### config.mk
export PLATFORM = sky130hd
export DESIGN_NAME = pi_tuple_gen
export DESIGN_NICKNAME = d
export VERILOG_FILES = /design/src/rtl/pi_tuple_pkg.sv /design/src/rtl/pi_tuple_ctrl.sv /design/src/rtl/pi_tuple_dp.sv /design/src/rtl/pi_tuple_gen.sv
export SDC_FILE = /design/constraint.sdc
export NUM_CORES = 1
export LEC_CHECK = 0
export BUFFER_PORTS_ARGS = -buffer_cell sky130_fd_sc_hd__buf_2
export CAP_MARGIN = 20
export CORE_AREA = 2 2 174 176
export DETAILED_ROUTE_END_ITERATION = 7
export DIE_AREA = 0 0 176 178
export HOLD_SLACK_MARGIN = 0.06
export PLACE_DENSITY = 0.77
export REMOVE_ABC_BUFFERS = 1
export SETUP_SLACK_MARGIN = 0.05
export SYNTH_ARGS = -nofsm -noshare
export SYNTH_HDL_FRONTEND = slang
export SYNTH_SLANG_ARGS = --single-unit
### constraint.sdc
create_clock -name clk -period 2.8 [get_ports clk]
set_input_delay 0.14 -clock clk [delete_from_list [all_inputs] [get_ports clk]]
set_output_delay 0.14 -clock clk [all_outputs]
set_load 0.02 [all_outputs]
### src/rtl/pi_tuple_pkg.sv
package pi_tuple_pkg;

  localparam logic [15:0] CRC16_POLY = 16'h8BB7;
  localparam logic [63:0] CRC64_POLY_REFL = 64'h9A6C9329AC4BC9B5;
  localparam int NARROW_TUPLE_BYTES = 8;
  localparam int WIDE_TUPLE_BYTES = 16;
  localparam logic [1:0] TYPE_HOLD_REF = 2'd3;

  typedef struct packed {
    logic load;      // configuration captured, framing restarts
    logic take;      // a byte is accepted this cycle
    logic blockEnd;  // the accepted byte is the last guard-covered byte
  } piStrobe_t;

  // One byte, most significant bit first, no reflection.
  function automatic logic [15:0] crc16Step(input logic [15:0] crc, input logic [7:0] b);
    logic [15:0] x;
    x = crc ^ {b, 8'h00};
    for (int k = 0; k < 8; k++) begin
      x = x[15] ? ({x[14:0], 1'b0} ^ CRC16_POLY) : {x[14:0], 1'b0};
    end
    return x;
  endfunction

  // One byte, reflected (least significant bit first).
  function automatic logic [63:0] crc64Step(input logic [63:0] crc, input logic [7:0] b);
    logic [63:0] x;
    x = crc ^ {56'h0, b};
    for (int k = 0; k < 8; k++) begin
      x = x[0] ? ((x >> 1) ^ CRC64_POLY_REFL) : (x >> 1);
    end
    return x;
  endfunction

endpackage

### src/rtl/pi_tuple_ctrl.sv
module pi_tuple_ctrl
  import pi_tuple_pkg::*;
#(
  parameter int BLOCK_BYTES = 9,
  parameter int META_BYTES = 17
) (
  input  logic      clk,
  input  logic      rst,
  input  logic      cfgLoad,
  input  logic      cfgWide,
  input  logic      cfgFirst,
  input  logic      inValid,
  output logic      inReady,
  output piStrobe_t strobe
);

  localparam int MAX_LEN = BLOCK_BYTES + META_BYTES;
  localparam int CNT_W = $clog2(MAX_LEN + 1);
  localparam logic [CNT_W-1:0] DATA_LAST = CNT_W'(BLOCK_BYTES - 1);
  localparam logic [CNT_W-1:0] PRE_NARROW = CNT_W'(META_BYTES - NARROW_TUPLE_BYTES);
  localparam logic [CNT_W-1:0] PRE_WIDE = CNT_W'(META_BYTES - WIDE_TUPLE_BYTES);

  initial begin
    assert (META_BYTES >= WIDE_TUPLE_BYTES && BLOCK_BYTES >= 1)
      else $error("metadata must hold a wide tuple and blocks must be non-empty");
  end

  logic wideQ;
  logic firstQ;
  logic [CNT_W-1:0] byteCnt;
  logic [CNT_W-1:0] lastIdx;

  assign inReady = !rst && !cfgLoad;

  always_comb begin
    lastIdx = DATA_LAST;
    if (!firstQ) begin
      lastIdx = DATA_LAST + (wideQ ? PRE_WIDE : PRE_NARROW);
    end
  end

  always_comb begin
    strobe.load = cfgLoad && !rst;
    strobe.take = inValid && inReady;
    strobe.blockEnd = strobe.take && (byteCnt == lastIdx);
  end

  always_ff @(posedge clk) begin
    if (rst) begin
      wideQ <= 1'b0;
      firstQ <= 1'b0;
      byteCnt <= '0;
    end else if (strobe.load) begin
      wideQ <= cfgWide;
      firstQ <= cfgFirst;
      byteCnt <= '0;
    end else if (strobe.blockEnd) begin
      byteCnt <= '0;
    end else if (strobe.take) begin
      byteCnt <= byteCnt + 1'b1;
    end
  end

  // the position never passes the last guard-covered byte
  assert_count_bound_R4: assert property (@(posedge clk) disable iff (rst)
    byteCnt <= lastIdx);

  // a load restarts framing
  assert_load_restart_R11: assert property (@(posedge clk) disable iff (rst)
    strobe.load |=> byteCnt == '0);

  // idle cycles leave the position alone
  assert_idle_hold_R12: assert property (@(posedge clk) disable iff (rst)
    (!strobe.take && !strobe.load) |=> $stable(byteCnt));

endmodule

### src/rtl/pi_tuple_dp.sv
module pi_tuple_dp
  import pi_tuple_pkg::*;
(
  input  logic          clk,
  input  logic          rst,
  input  piStrobe_t     strobe,
  input  logic          cfgWide,
  input  logic [1:0]    cfgType,
  input  logic [15:0]   cfgAppTag,
  input  logic [47:0]   cfgRefTag,
  input  logic [7:0]    inData,
  output logic          tupleValid,
  output logic [127:0]  tupleBytes
);

  logic wideQ;
  logic [1:0] typeQ;
  logic [15:0] appQ;
  logic [47:0] refQ;
  logic [15:0] crc16Q;
  logic [63:0] crc64Q;
  logic [15:0] crc16Next;
  logic [63:0] crc64Next;
  logic [127:0] tupleNext;
  logic validQ;
  logic [127:0] tupleQ;

  assign crc16Next = crc16Step(crc16Q, inData);
  assign crc64Next = crc64Step(crc64Q, inData);

  always_comb begin
    if (wideQ) begin
      tupleNext = {~crc64Next, appQ, refQ};
    end else begin
      tupleNext = {crc16Next, appQ, refQ[31:0], 64'h0};
    end
  end

  always_ff @(posedge clk) begin
    if (rst) begin
      wideQ <= 1'b0;
      typeQ <= 2'd1;
      appQ <= '0;
      refQ <= '0;
      crc16Q <= '0;
      crc64Q <= '1;
      validQ <= 1'b0;
      tupleQ <= '0;
    end else begin
      validQ <= strobe.blockEnd;
      if (strobe.load) begin
        wideQ <= cfgWide;
        typeQ <= cfgType;
        appQ <= cfgAppTag;
        refQ <= cfgRefTag;
        crc16Q <= '0;
        crc64Q <= '1;
      end else if (strobe.blockEnd) begin
        crc16Q <= '0;
        crc64Q <= '1;
        tupleQ <= tupleNext;
        if (typeQ != TYPE_HOLD_REF) begin
          refQ <= refQ + 48'd1;
        end
      end else if (strobe.take) begin
        crc16Q <= crc16Next;
        crc64Q <= crc64Next;
      end
    end
  end

  assign tupleValid = validQ;
  assign tupleBytes = tupleQ;

  // a tuple follows the last byte one cycle later, and only then
  assert_valid_after_end_R10: assert property (@(posedge clk) disable iff (rst)
    strobe.blockEnd |=> tupleValid);
  assert_valid_has_cause_R10: assert property (@(posedge clk) disable iff (rst)
    tupleValid |-> $past(strobe.blockEnd));

  // the reference tag steps once per block outside type 3
  assert_ref_step_R8: assert property (@(posedge clk) disable iff (rst)
    (strobe.blockEnd && typeQ != TYPE_HOLD_REF) |=> refQ == $past(refQ) + 48'd1);

  // type 3 keeps the reference tag
  assert_ref_hold_R9: assert property (@(posedge clk) disable iff (rst)
    (strobe.blockEnd && typeQ == TYPE_HOLD_REF) |=> $stable(refQ));

  // the application tag only changes on a load
  assert_app_only_on_load_R11: assert property (@(posedge clk) disable iff (rst)
    !strobe.load |=> $stable(appQ));

  // the narrow tuple leaves the lower half empty
  assert_narrow_pad_R6: assert property (@(posedge clk) disable iff (rst)
    (tupleValid && !wideQ) |-> tupleBytes[63:0] == 64'h0);

endmodule

### src/rtl/pi_tuple_gen.sv
module pi_tuple_gen
  import pi_tuple_pkg::*;
#(
  parameter int BLOCK_BYTES = 9,
  parameter int META_BYTES = 17
) (
  input  logic          clk,
  input  logic          rst,
  input  logic          cfgLoad,
  input  logic          cfgWide,
  input  logic          cfgFirst,
  input  logic [1:0]    cfgType,
  input  logic [15:0]   cfgAppTag,
  input  logic [47:0]   cfgRefTag,
  input  logic          inValid,
  input  logic [7:0]    inData,
  output logic          inReady,
  output logic          tupleValid,
  output logic [127:0]  tupleBytes
);

  piStrobe_t strobe;

  pi_tuple_ctrl #(
    .BLOCK_BYTES(BLOCK_BYTES),
    .META_BYTES(META_BYTES)
  ) u_ctrl (
    .clk(clk),
    .rst(rst),
    .cfgLoad(cfgLoad),
    .cfgWide(cfgWide),
    .cfgFirst(cfgFirst),
    .inValid(inValid),
    .inReady(inReady),
    .strobe(strobe)
  );

  pi_tuple_dp u_dp (
    .clk(clk),
    .rst(rst),
    .strobe(strobe),
    .cfgWide(cfgWide),
    .cfgType(cfgType),
    .cfgAppTag(cfgAppTag),
    .cfgRefTag(cfgRefTag),
    .inData(inData),
    .tupleValid(tupleValid),
    .tupleBytes(tupleBytes)
  );

  // no tuple strobe straight out of reset
  assert_no_valid_after_reset_R1: assert property (@(posedge clk)
    $fell(rst) |-> !tupleValid);

endmodule

==> impl_metrics.json, run 1 <==
{
  "wirelength_um": 41690,
  "gp_congestion": 0.9615,
  "nNetsFinal": 1759,
  "yosys_register_bits": 282,
  "clk_latency_ps": 570,
  "rr_endpoint": "u_dp.refQ[42]",
  "grt_pass1_wl_um": 64310,
  "grt_pass1_vias": 11320,
  "path_cells": "nand3_1 > nor3_1 > nand4_2 > or4_1 > a2111oi_0",
  "drt_pass1_iterations": 5,
  "cts_htree_levels": 1,
  "placed_cells": 1967,
  "netlist_top_cells_count": "dfxtp_1, nor2_1, xnor2_1",
  "synth-warning-count": 0,
  "hold_slack_ps": 136.7,
  "clock_skew_ps": 21.64,
  "via_count": 11820,
  "endpoint": "u_dp.refQ[42]",
  "grt_overflow": 0,
  "path_clk_slew_ps": 60,
  "setup_tns_ps": 0,
  "path_class": "reg -> reg",
  "final_cell_area_sq_um": 16460,
  "status": "complete, no violations",
  "io_buffers": 209,
  "fin_crit_sh_pct": 89.53,
  "cts_root_buf": "clkbuf_16",
  "final_util_pct": 55.99,
  "drc": 0,
  "slowest_stage": "or4_1",
  "die-area_sq_um": 31330,
  "syn_to_final_growth_pct": 26.28,
  "irDropWorstVdd_v": 0.0006794,
  "row_count": 63,
  "drive_gt1_share_pct": 22.81,
  "drt_iter0_markers": 1230,
  "dpl_cell_area_sq_um": 14700,
  "gr-usage-all-layers_pct": 25.96,
  "hold_path.class": "in -> reg",
  "clkSinkCount": 282,
  "timing.rr.start": "u_dp.refQ[4]",
  "drv_slew": 0,
  "synth_area_sq_um": 13040,
  "fmax_mhz": 398.9,
  "final_cells": 2092,
  "p_total_mw": 14.86,
  "async_reset_ff_share_pct": 0,
  "cp_max_fo": 9,
  "synth_edf_count": 0,
  "synth_area_leaders": "dfxtp_1, xnor2_1, nor2_1, a22o_1, o21ai_0",
  "core_sq_um": 29400,
  "drt-vias-per-instance": 5.649,
  "synth.top_cell.area_share_pct": 43.31,
  "cts_made_buffers": 30,
  "cts_tree": "done",
  "ff2ff_setup_slack_ps": 290,
  "avgRoutedWirePerCell_um": 19.93,
  "cp_num_buf_inv": 0,
  "synth.distinct_cells": 60,
  "powerDensity_nw_per_um2": 902.5,
  "rsz0062_at_grt": "no",
  "fillCellCount": 2514,
  "io_pins": 210,
  "leakagePower_nw": 6.936,
  "hpwl_um": 28850,
  "syn-instance-count": 1410,
  "max_slew.worst_pin.slew_ps": 913.7,
  "critPathArrivalTime_ps": 2960,
  "maxCapViolations": 0,
  "period_needed_ps": 2507,
  "finalHoldViolCount": 0,
  "crit_path_max_incr_delay_ps": 580,
  "multiInputGateArea_sq_um": 6965,
  "postRouteAntennaNets": 0,
  "antenna_found_initial": 1,
  "start_kind": "register",
  "dieHeight_um": 178,
  "ys_seq_area_share_pct": 43.31,
  "post-cts-setup-buffers": 0,
  "cts_buffer_depth": 3,
  "synthMostInstantiatedCell": "dfxtp_1",
  "cp-end-kind": "register",
  "worstPathRequired_ps": 3250,
  "yosysTopAreaCell": "dfxtp_1",
  "regArea_sq_um": 5649,
  "pre_cts_ws_ps": 216.1,
  "crit_cells": 5,
  "start_util_pct": 44.34,
  "setup_viol": 0,
  "worst_slack_ps": 293.1,
  "grt_max_degree": 77,
  "avgSynthCellArea_sq_um": 9.246,
  "critPathLaunch": "u_dp.refQ[4]",
  "hp-start": "rst",
  "slew_headroom_pct": 38.94,
  "cp_top_family": "simple AND/OR/NAND/NOR gates",
  "synth_flop_cell": "dfxtp_1",
  "die_w_um": 176,
  "reg2reg_depth": 5
}
-- registers in the layout, summed over array words and instances (netlist names) --
name,cells
u_dp.wideQ,1
u_dp.appQ,16
u_ctrl.byteCnt,5
u_ctrl.firstQ,1
u_dp.typeQ,2
u_dp.tupleBytes,128
u_dp.tupleValid,1
u_dp.crc64Q,64
u_dp.crc16Q,16
u_dp.refQ,48
-- layer usage --
metal	wire (um)	global-route usage, %	part of all wire (%)	up-vias
li1	-	-	-	5514
met1	18040	34.65	43	5705
met2	19060	41.88	46	520
met3	3399	5.968	8.2	78
met4	1186	7.989	2.8	0
met5	0	0	0	-
-- placed cells by master, fill, tap and decap left out, types with 4 or more instances in the layout --
cell,instances
nand2_1,98
o211a_1,6
dfxtp_1,281
a31oi_1,4
and3_1,12
buf_4,58
and4_1,7
or3_1,4
nor3_1,25
nor2b_1,5
o21ai_0,98
clkinv_2,10
a31o_2,33
xor2_1,34
a21oi_1,50
a211oi_1,54
nor2_1,175
a221oi_1,4
a211o_1,5
bufinv_16,6
xnor2_1,126
xor3_1,4
nand4_1,19
inv_1,14
o31ai_1,4
a311oi_1,4
buf_2,209
xnor2_4,5
nand3_1,44
a22o_1,57
xnor3_1,16
nor4_1,16
mux2i_1,45
xnor2_2,12
clkbuf_16,30
dlygate4sd3_1,68
-- tightest hold or removal path, stage by stage --
cell and delay, ps:
buf_2 130, buf_4 250, nor2_1 130
-- final cells by class --
| cell class | instances | area share, % |
|---|---|---|
| antenna | 1 | 0.01520 |
| multi-input combinational | 1007 | 42.31 |
| sequential | 282 | 34.32 |
| clock buffer | 35 | 4.796 |
| tap | 390 | 2.964 |
| inverter | 18 | 0.4104 |
| clock inverter | 21 | 1.687 |
| timing repair buffer | 338 | 13.50 |
-- worst min path at each step --
stage	slack [ps]	depth (start not counted)	to
finish	140	3	u_dp.appQ[6]
global route	160	3	u_dp.appQ[14]
CTS	140	3	u_dp.appQ[5]
detailed placement	360	3	u_dp.refQ[46]
global placement	360	3	u_dp.refQ[46]
floorplan	210	1	u_dp.refQ[0]
-- what timing repair did --
item,CTS,global route
setup endpoints to repair,0,1
hold buffers,68,0
gates resized for setup,0,1
hold endpoints to repair,68,0
-- logic make-up after synthesis --
logic type,Yosys count,share of synthesized area (%)
AND/OR/NAND/NOR,422,14.56
XOR/XNOR,199,17.00
AO/OA/AOI/OAI,338,17.81
buffers and inverters,121,3.590
adder cells (fa/ha/maj),2,0.1919
flip-flops,282,43.31
multiplexers,46,3.542
-- where the power goes --
part	total [mW]	switching [mW]	internal, mW
clock network	4.29	1.71	2.58
registers	4.57	0.276	4.29
logic	6.00	3.38	2.62
No activity file was read; power rests on OpenSTA's default activity.
==> inputs of run 2 (changes only) <==
CELL_PAD_IN_SITES_DETAIL_PLACEMENT = 2   (was not set)
CELL_PAD_IN_SITES_GLOBAL_PLACEMENT = 2   (was not set)
CORE_AREA = 2 2 196 198   (was 2 2 174 176)
DIE_AREA = 0 0 198 200   (was 0 0 176 178)
PLACE_DENSITY = 0.92   (was 0.77)
==> run 2 against run 1 <==
  * The flow now finishes with violations (setup timing)
  * Combinational power is 22% higher
  * Final cell count is 6.2% higher
  * Register-to-register slack got worse by 370 ps
  * Cell area is 1.6% higher
  * Largest power group unchanged
  * Largest cell class unchanged
  * Clock-buffer cell count increased by 15
  * Clock power is 3% lower
  * Non-clock buffer count up 10
  * Total power grew 8.6%
  * Core utilization is 11 points lower
==> impl_metrics.json, run 2 (synthesis gave the netlist of run 1 again) <==
{
  "start_kind": "register",
  "gp_congestion": 0.9482,
  "wirelength_um": 70400,
  "cts_made_buffers": 31,
  "cts_buffer_depth": 3,
  "drt_pass1_iterations": 7,
  "io_buffers": 209,
  "crit_cells": 6,
  "cp_max_fo": 6,
  "final_common_cell": "dfxtp_1",
  "drive_gt1_share_pct": 23.64,
  "reg2reg_depth": 6,
  "cts_root_buf": "clkbuf_16",
  "hold_path.class": "in -> reg",
  "antenna_found_initial": 4,
  "core_sq_um": 37400,
  "setup_tns_ps": -214.9,
  "largest_reg_flops": 128,
  "cp-end-kind": "register",
  "slowest_stage": "xnor3_1",
  "slew_headroom_pct": 37.57,
  "final_cell_mix": "dfxtp_1, buf_2, nor2_1",
  "syn_to_final_growth_pct": 28.33,
  "final_util_pct": 44.73,
  "pre_cts_ws_ps": -5.959,
  "drt-vias-per-instance": 6.011,
  "period_needed_ps": 2878,
  "powerDensity_nw_per_um2": 964.8,
  "clk_latency_ps": 620,
  "status": "finished, violations left",
  "path_clk_slew_ps": 70,
  "maxCapViolations": 0,
  "leakagePower_nw": 6.980,
  "path_class": "reg -> reg",
  "grt_overflow": 0,
  "path_cells": "xor2_4 > xnor3_1 > xnor2_2 > xnor2_1 > nor2_1 > o21ai_0",
  "dieHeight_um": 200,
  "routed-wl-met2_um": 33360,
  "crit_path_max_incr_delay_ps": 630,
  "grt_pass1_vias": 14520,
  "hpwl_um": 40110,
  "worst_slack_ps": -77.76,
  "die-area_sq_um": 39600,
  "irDropWorstVdd_v": 0.0005415,
  "grt_max_degree": 77,
  "max_slew.worst_pin.slew_ps": 936.5,
  "clkSinkCount": 282,
  "setup_viol": 4,
  "top_layer": "met5",
  "worstPathRequired_ps": 3280,
  "violations": "setup timing",
  "drt_iter0_markers": 1267,
  "finalHoldViolCount": 0,
  "wl_met1_um": 26760,
  "fmax_mhz": 347.5,
  "cts_htree_levels": 1,
  "fillCellCount": 3956,
  "critPathArrivalTime_ps": 3360,
  "fin_crit_sh_pct": 102.8,
  "grt_pass1_wl_um": 98860,
  "gr-usage-all-layers_pct": 33.57,
  "clock_skew_ps": 52.51,
  "io_pins": 210,
  "avgRoutedWirePerCell_um": 31.70,
  "cts_tree": "done",
  "final_cell_area_sq_um": 16730,
  "met3WireLength_um": 5451,
  "cp_top_family": "XOR/XNOR gates",
  "row_count": 71,
  "dpl_cell_area_sq_um": 14860,
  "hold_depth": 3,
  "p_total_mw": 16.14,
  "drv_slew": 0,
  "cp_num_buf_inv": 0,
  "nNetsFinal": 1770,
  "start_util_pct": 34.86,
  "postRouteAntennaNets": 0,
  "via_count": 13350,
  "die_w_um": 198,
  "drc": 0
}
[run 2: final timing paths]
path | start | slack (ps) | end
max | u_dp.crc64Q[4] | -80 | u_dp.crc64Q[16]
min | rst | 110 | u_dp.appQ[4]
max reg2reg | u_dp.crc64Q[4] | -80 | u_dp.crc64Q[16]
min reg2reg | u_dp.tupleBytes[82] | 460 | u_dp.tupleBytes[82]
[run 2: layer usage]
layer  global-route usage, %  up-vias
met5                       0        -
met4                   19.05        6
met3                   7.325      318
met2                   57.81      818
met1                   38.76     6695
li1                        -     5513
[run 2: metrics by stage]
step | hold WS (ps) | std cells
6_report | 114.7 | 2221
5_1_grt | 95.35 | 2220
4_1_cts | 81.24 | 2209
3_5_place_dp | 375.4 | 2087
3_3_place_gp | 351.7 | 2087
2_1_floorplan | 209.1 | 1307
[run 2: what timing repair did]
action,4_1_cts,5_1_grt
endpoints found under the setup margin,6,39
hold buffers,68,0
buffers inserted,0,11
gates cloned,0,0
resized for setup,5,15
hold endpoints to repair,68,0
pin swaps,0,4
[run 2: cell type report]
| cell class | instances | area (sq um) | share of cell area (%) |
|---|---|---|---|
| multi-input cells | 1007 | 7073 | 42.28 |
| flip-flops and latches | 282 | 5650 | 33.77 |
| repair buffers | 348 | 2313 | 13.83 |
| clock buffers | 50 | 957.2 | 5.721 |
| well taps | 511 | 639.4 | 3.822 |
| inverters | 18 | 67.56 | 0.4039 |
| clock inverters | 4 | 26.28 | 0.1571 |
| diodes | 1 | 2.502 | 0.01496 |
[run 2: tightest hold or removal path, cell delays in order]
cell	delay, ps
buf_2	150
buf_4	230
nor2_1	110
[run 2: report_power, final]
| part | switching (mW) | leakage (nW) | total (mW) | internal, mW |
|---|---|---|---|---|
| combinational | 4.55 | 4.20 | 7.31 | 2.76 |
| sequential | 0.385 | 2.30 | 4.68 | 4.29 |
| clock | 1.84 | 0.483 | 4.15 | 2.31 |
==> inputs of run 3 (changes only) <==
CORE_AREA = 2 2 234 167   (was 2 2 196 198)
DIE_AREA = 0 0 236 169   (was 0 0 198 200)
PLACE_DENSITY = 0.91   (was 0.92)
TNS_END_PERCENT = 10   (was not set)
==> run 3 against run 2 <==
  * The flow still finishes with violations (setup timing)
  * Register-to-register slack worse by 40 ps
  * Hold slack better by 58 ps
  * Core utilization down 0.28 points
  * Largest cell class unchanged
  * First-iteration DRC count fell by 15%
  * Cell area is 0.34% higher
  * Critical endpoint is now u_dp.tupleBytes[83]
  * Maximum frequency down 1.4%
  * Critical path type unchanged
==> impl_metrics.json, run 3 (synthesis gave the netlist of run 1 again) <==
{
  "largest_reg_flops": 128,
  "path_cells": "xnor2_4 > xnor2_4 > xor3_2 > buf_4 > xnor2_2 > xnor2_2 > o21ai_0",
  "fmax_mhz": 342.7,
  "slew_headroom_pct": 40.67,
  "diodes": 0,
  "drt_iter0_markers": 1083,
  "cts_root_buf": "clkbuf_16",
  "fillCellCount": 4011,
  "cts_htree_levels": 1,
  "gr-usage-all-layers_pct": 29.47,
  "die_w_um": 236,
  "gp_congestion": 0.8855,
  "worstPathRequired_ps": 3230,
  "worst_slack_ps": -118.1,
  "core_sq_um": 37760,
  "clkSinkCount": 282,
  "cts_made_buffers": 31,
  "status": "finished, violations left",
  "period_needed_ps": 2918,
  "rsz0062_at_grt": "yes",
  "critPathArrivalTime_ps": 3350,
  "cp_max_fo": 5,
  "dieHeight_um": 169,
  "final_cell_mix": "dfxtp_1, buf_2, nor2_1",
  "drive_gt1_share_pct": 23.35,
  "io_pins": 210,
  "placed_cells": 2078,
  "syn_to_final_growth_pct": 28.77,
  "powerDensity_nw_per_um2": 952.2,
  "multiInputGateArea_sq_um": 7019,
  "clock_skew_ps": 21.54,
  "path_class": "reg -> reg",
  "leakagePower_nw": 7.023,
  "hpwl_um": 39350,
  "start_kind": "register",
  "slowest_stage": "xor3_2",
  "drc": 0,
  "drv_slew": 0,
  "worstHoldEndpoint": "u_dp.appQ[14]",
  "cts_tree": "done",
  "irDropWorstVdd_v": 0.0005188,
  "regArea_sq_um": 5649,
  "violations": "setup timing",
  "hold_depth": 3,
  "io_buffers": 209,
  "grt_max_degree": 112,
  "start_util_pct": 34.52,
  "pre_cts_ws_ps": 103.8,
  "rr_endpoint": "u_dp.tupleBytes[83]",
  "setup_viol": 3,
  "fin_crit_sh_pct": 104.2,
  "reg2reg_depth": 7,
  "timing.rr.start": "u_dp.crc64Q[1]",
  "cts_buffer_depth": 3,
  "post-cts-setup-buffers": 0,
  "drt-vias-per-instance": 5.870,
  "final_common_cell": "dfxtp_1",
  "cp-end-kind": "register",
  "final_cells": 2205,
  "die-area_sq_um": 39880,
  "crit_path_max_incr_delay_ps": 580,
  "postRouteAntennaNets": 0,
  "wirelength_um": 63910,
  "hold_path.class": "in -> reg",
  "path_clk_slew_ps": 70,
  "grt_pass1_wl_um": 90220,
  "max_slew.worst_pin.slew_ps": 883.5,
  "clk_latency_ps": 590,
  "drt_pass1_iterations": 5,
  "grt_pass1_vias": 13980,
  "row_count": 60,
  "ff2ff_setup_slack_ps": -120,
  "finalHoldViolCount": 0,
  "maxCapViolations": 0,
  "via_count": 12940,
  "nNetsFinal": 1767,
  "grt_overflow": 0,
  "hp-start": "rst",
  "antenna_found_initial": 1,
  "avgRoutedWirePerCell_um": 28.99
}
==> run 3: cell count changes in the layout (fill, tap and decap cells not counted), sizes merged, moves of 2 or more <==
| cell | before | now |
|---|---|---|
| clkinv | 4 | 7 |
| clkbuf | 50 | 44 |
| buf | 280 | 275 |
| clkinvlp | 1 | 3 |
| bufinv | 0 | 5 |
==> run 3: final cells by class <==
type | instances | share of cell area [%]
Sequential cell | 282 | 33.65
Tap cell | 496 | 3.697
Timing Repair Buffer | 345 | 13.90
Inverter | 18 | 0.4025
Clock inverter | 14 | 1.230
Multi-Input combinational cell | 1007 | 41.81
Clock buffer | 43 | 5.307
==> run 3: report_power, final <==
group,leakage [nW],switching (mW),internal (mW)
Clock,0.533,1.86,2.68
Sequential,2.30,0.341,4.29
Combinational,4.19,4.18,2.63
Total,7.02,6.39,9.60
==> run 3: per-stage QoR <==
step	total power [mW]	hold slack [ps]	area [sq um]	setup TNS, ps	util [%]
after floorplan	8.628	209.1	12640	-776350	-
after detailed placement	10.79	369.3	14920	0	39.52
final	15.98	172.4	16790	-128.6	44.46
after global routing	16.42	166.7	16790	-162.9	44.46
after global placement	10.42	345.2	14920	0	39.52
after CTS	15.51	127.3	16720	0	44.27
==> run 3: what timing repair did <==
item                                    in CTS  in global routing
hold buffers                                69                  0
endpoints found under the hold margin       70                  0
gates resized for setup                      1                  9
endpoints found under the setup margin       1                 16
==> run 3: worst max-delay path by stage <==
stage,startpoint,end,slack [ps]
floorplan,u_dp.wideQ,u_dp.tupleBytes[115],-4550
global placement,u_dp.crc64Q[0],u_dp.tupleBytes[93],300
detailed placement,u_dp.crc64Q[1],u_dp.tupleBytes[69],100
CTS,u_dp.crc64Q[1],u_dp.tupleBytes[69],60
global route,u_dp.refQ[4],u_dp.refQ[25],-80
finish,u_dp.crc64Q[1],u_dp.tupleBytes[83],-120
==> run 3: worst max-delay path, delay by kind of cell (launching register included) <==
| kind | cells | cell delay, ps |
|---|---|---|
| XOR/XNOR | 5 | 1750 |
| AO/OA/AOI/OAI | 1 | 430 |
| flip-flops | 1 | 390 |
| buffers and inverters | 1 | 190 |
==> run 3: per-layer routing <==
metal	track usage, %	wire length (um)	up-vias
met5	0	0	-
met4	10.58	2456	0
met3	5.773	4300	175
met2	49.45	30070	615
met1	37.80	27090	6638
li1	-	-	5516
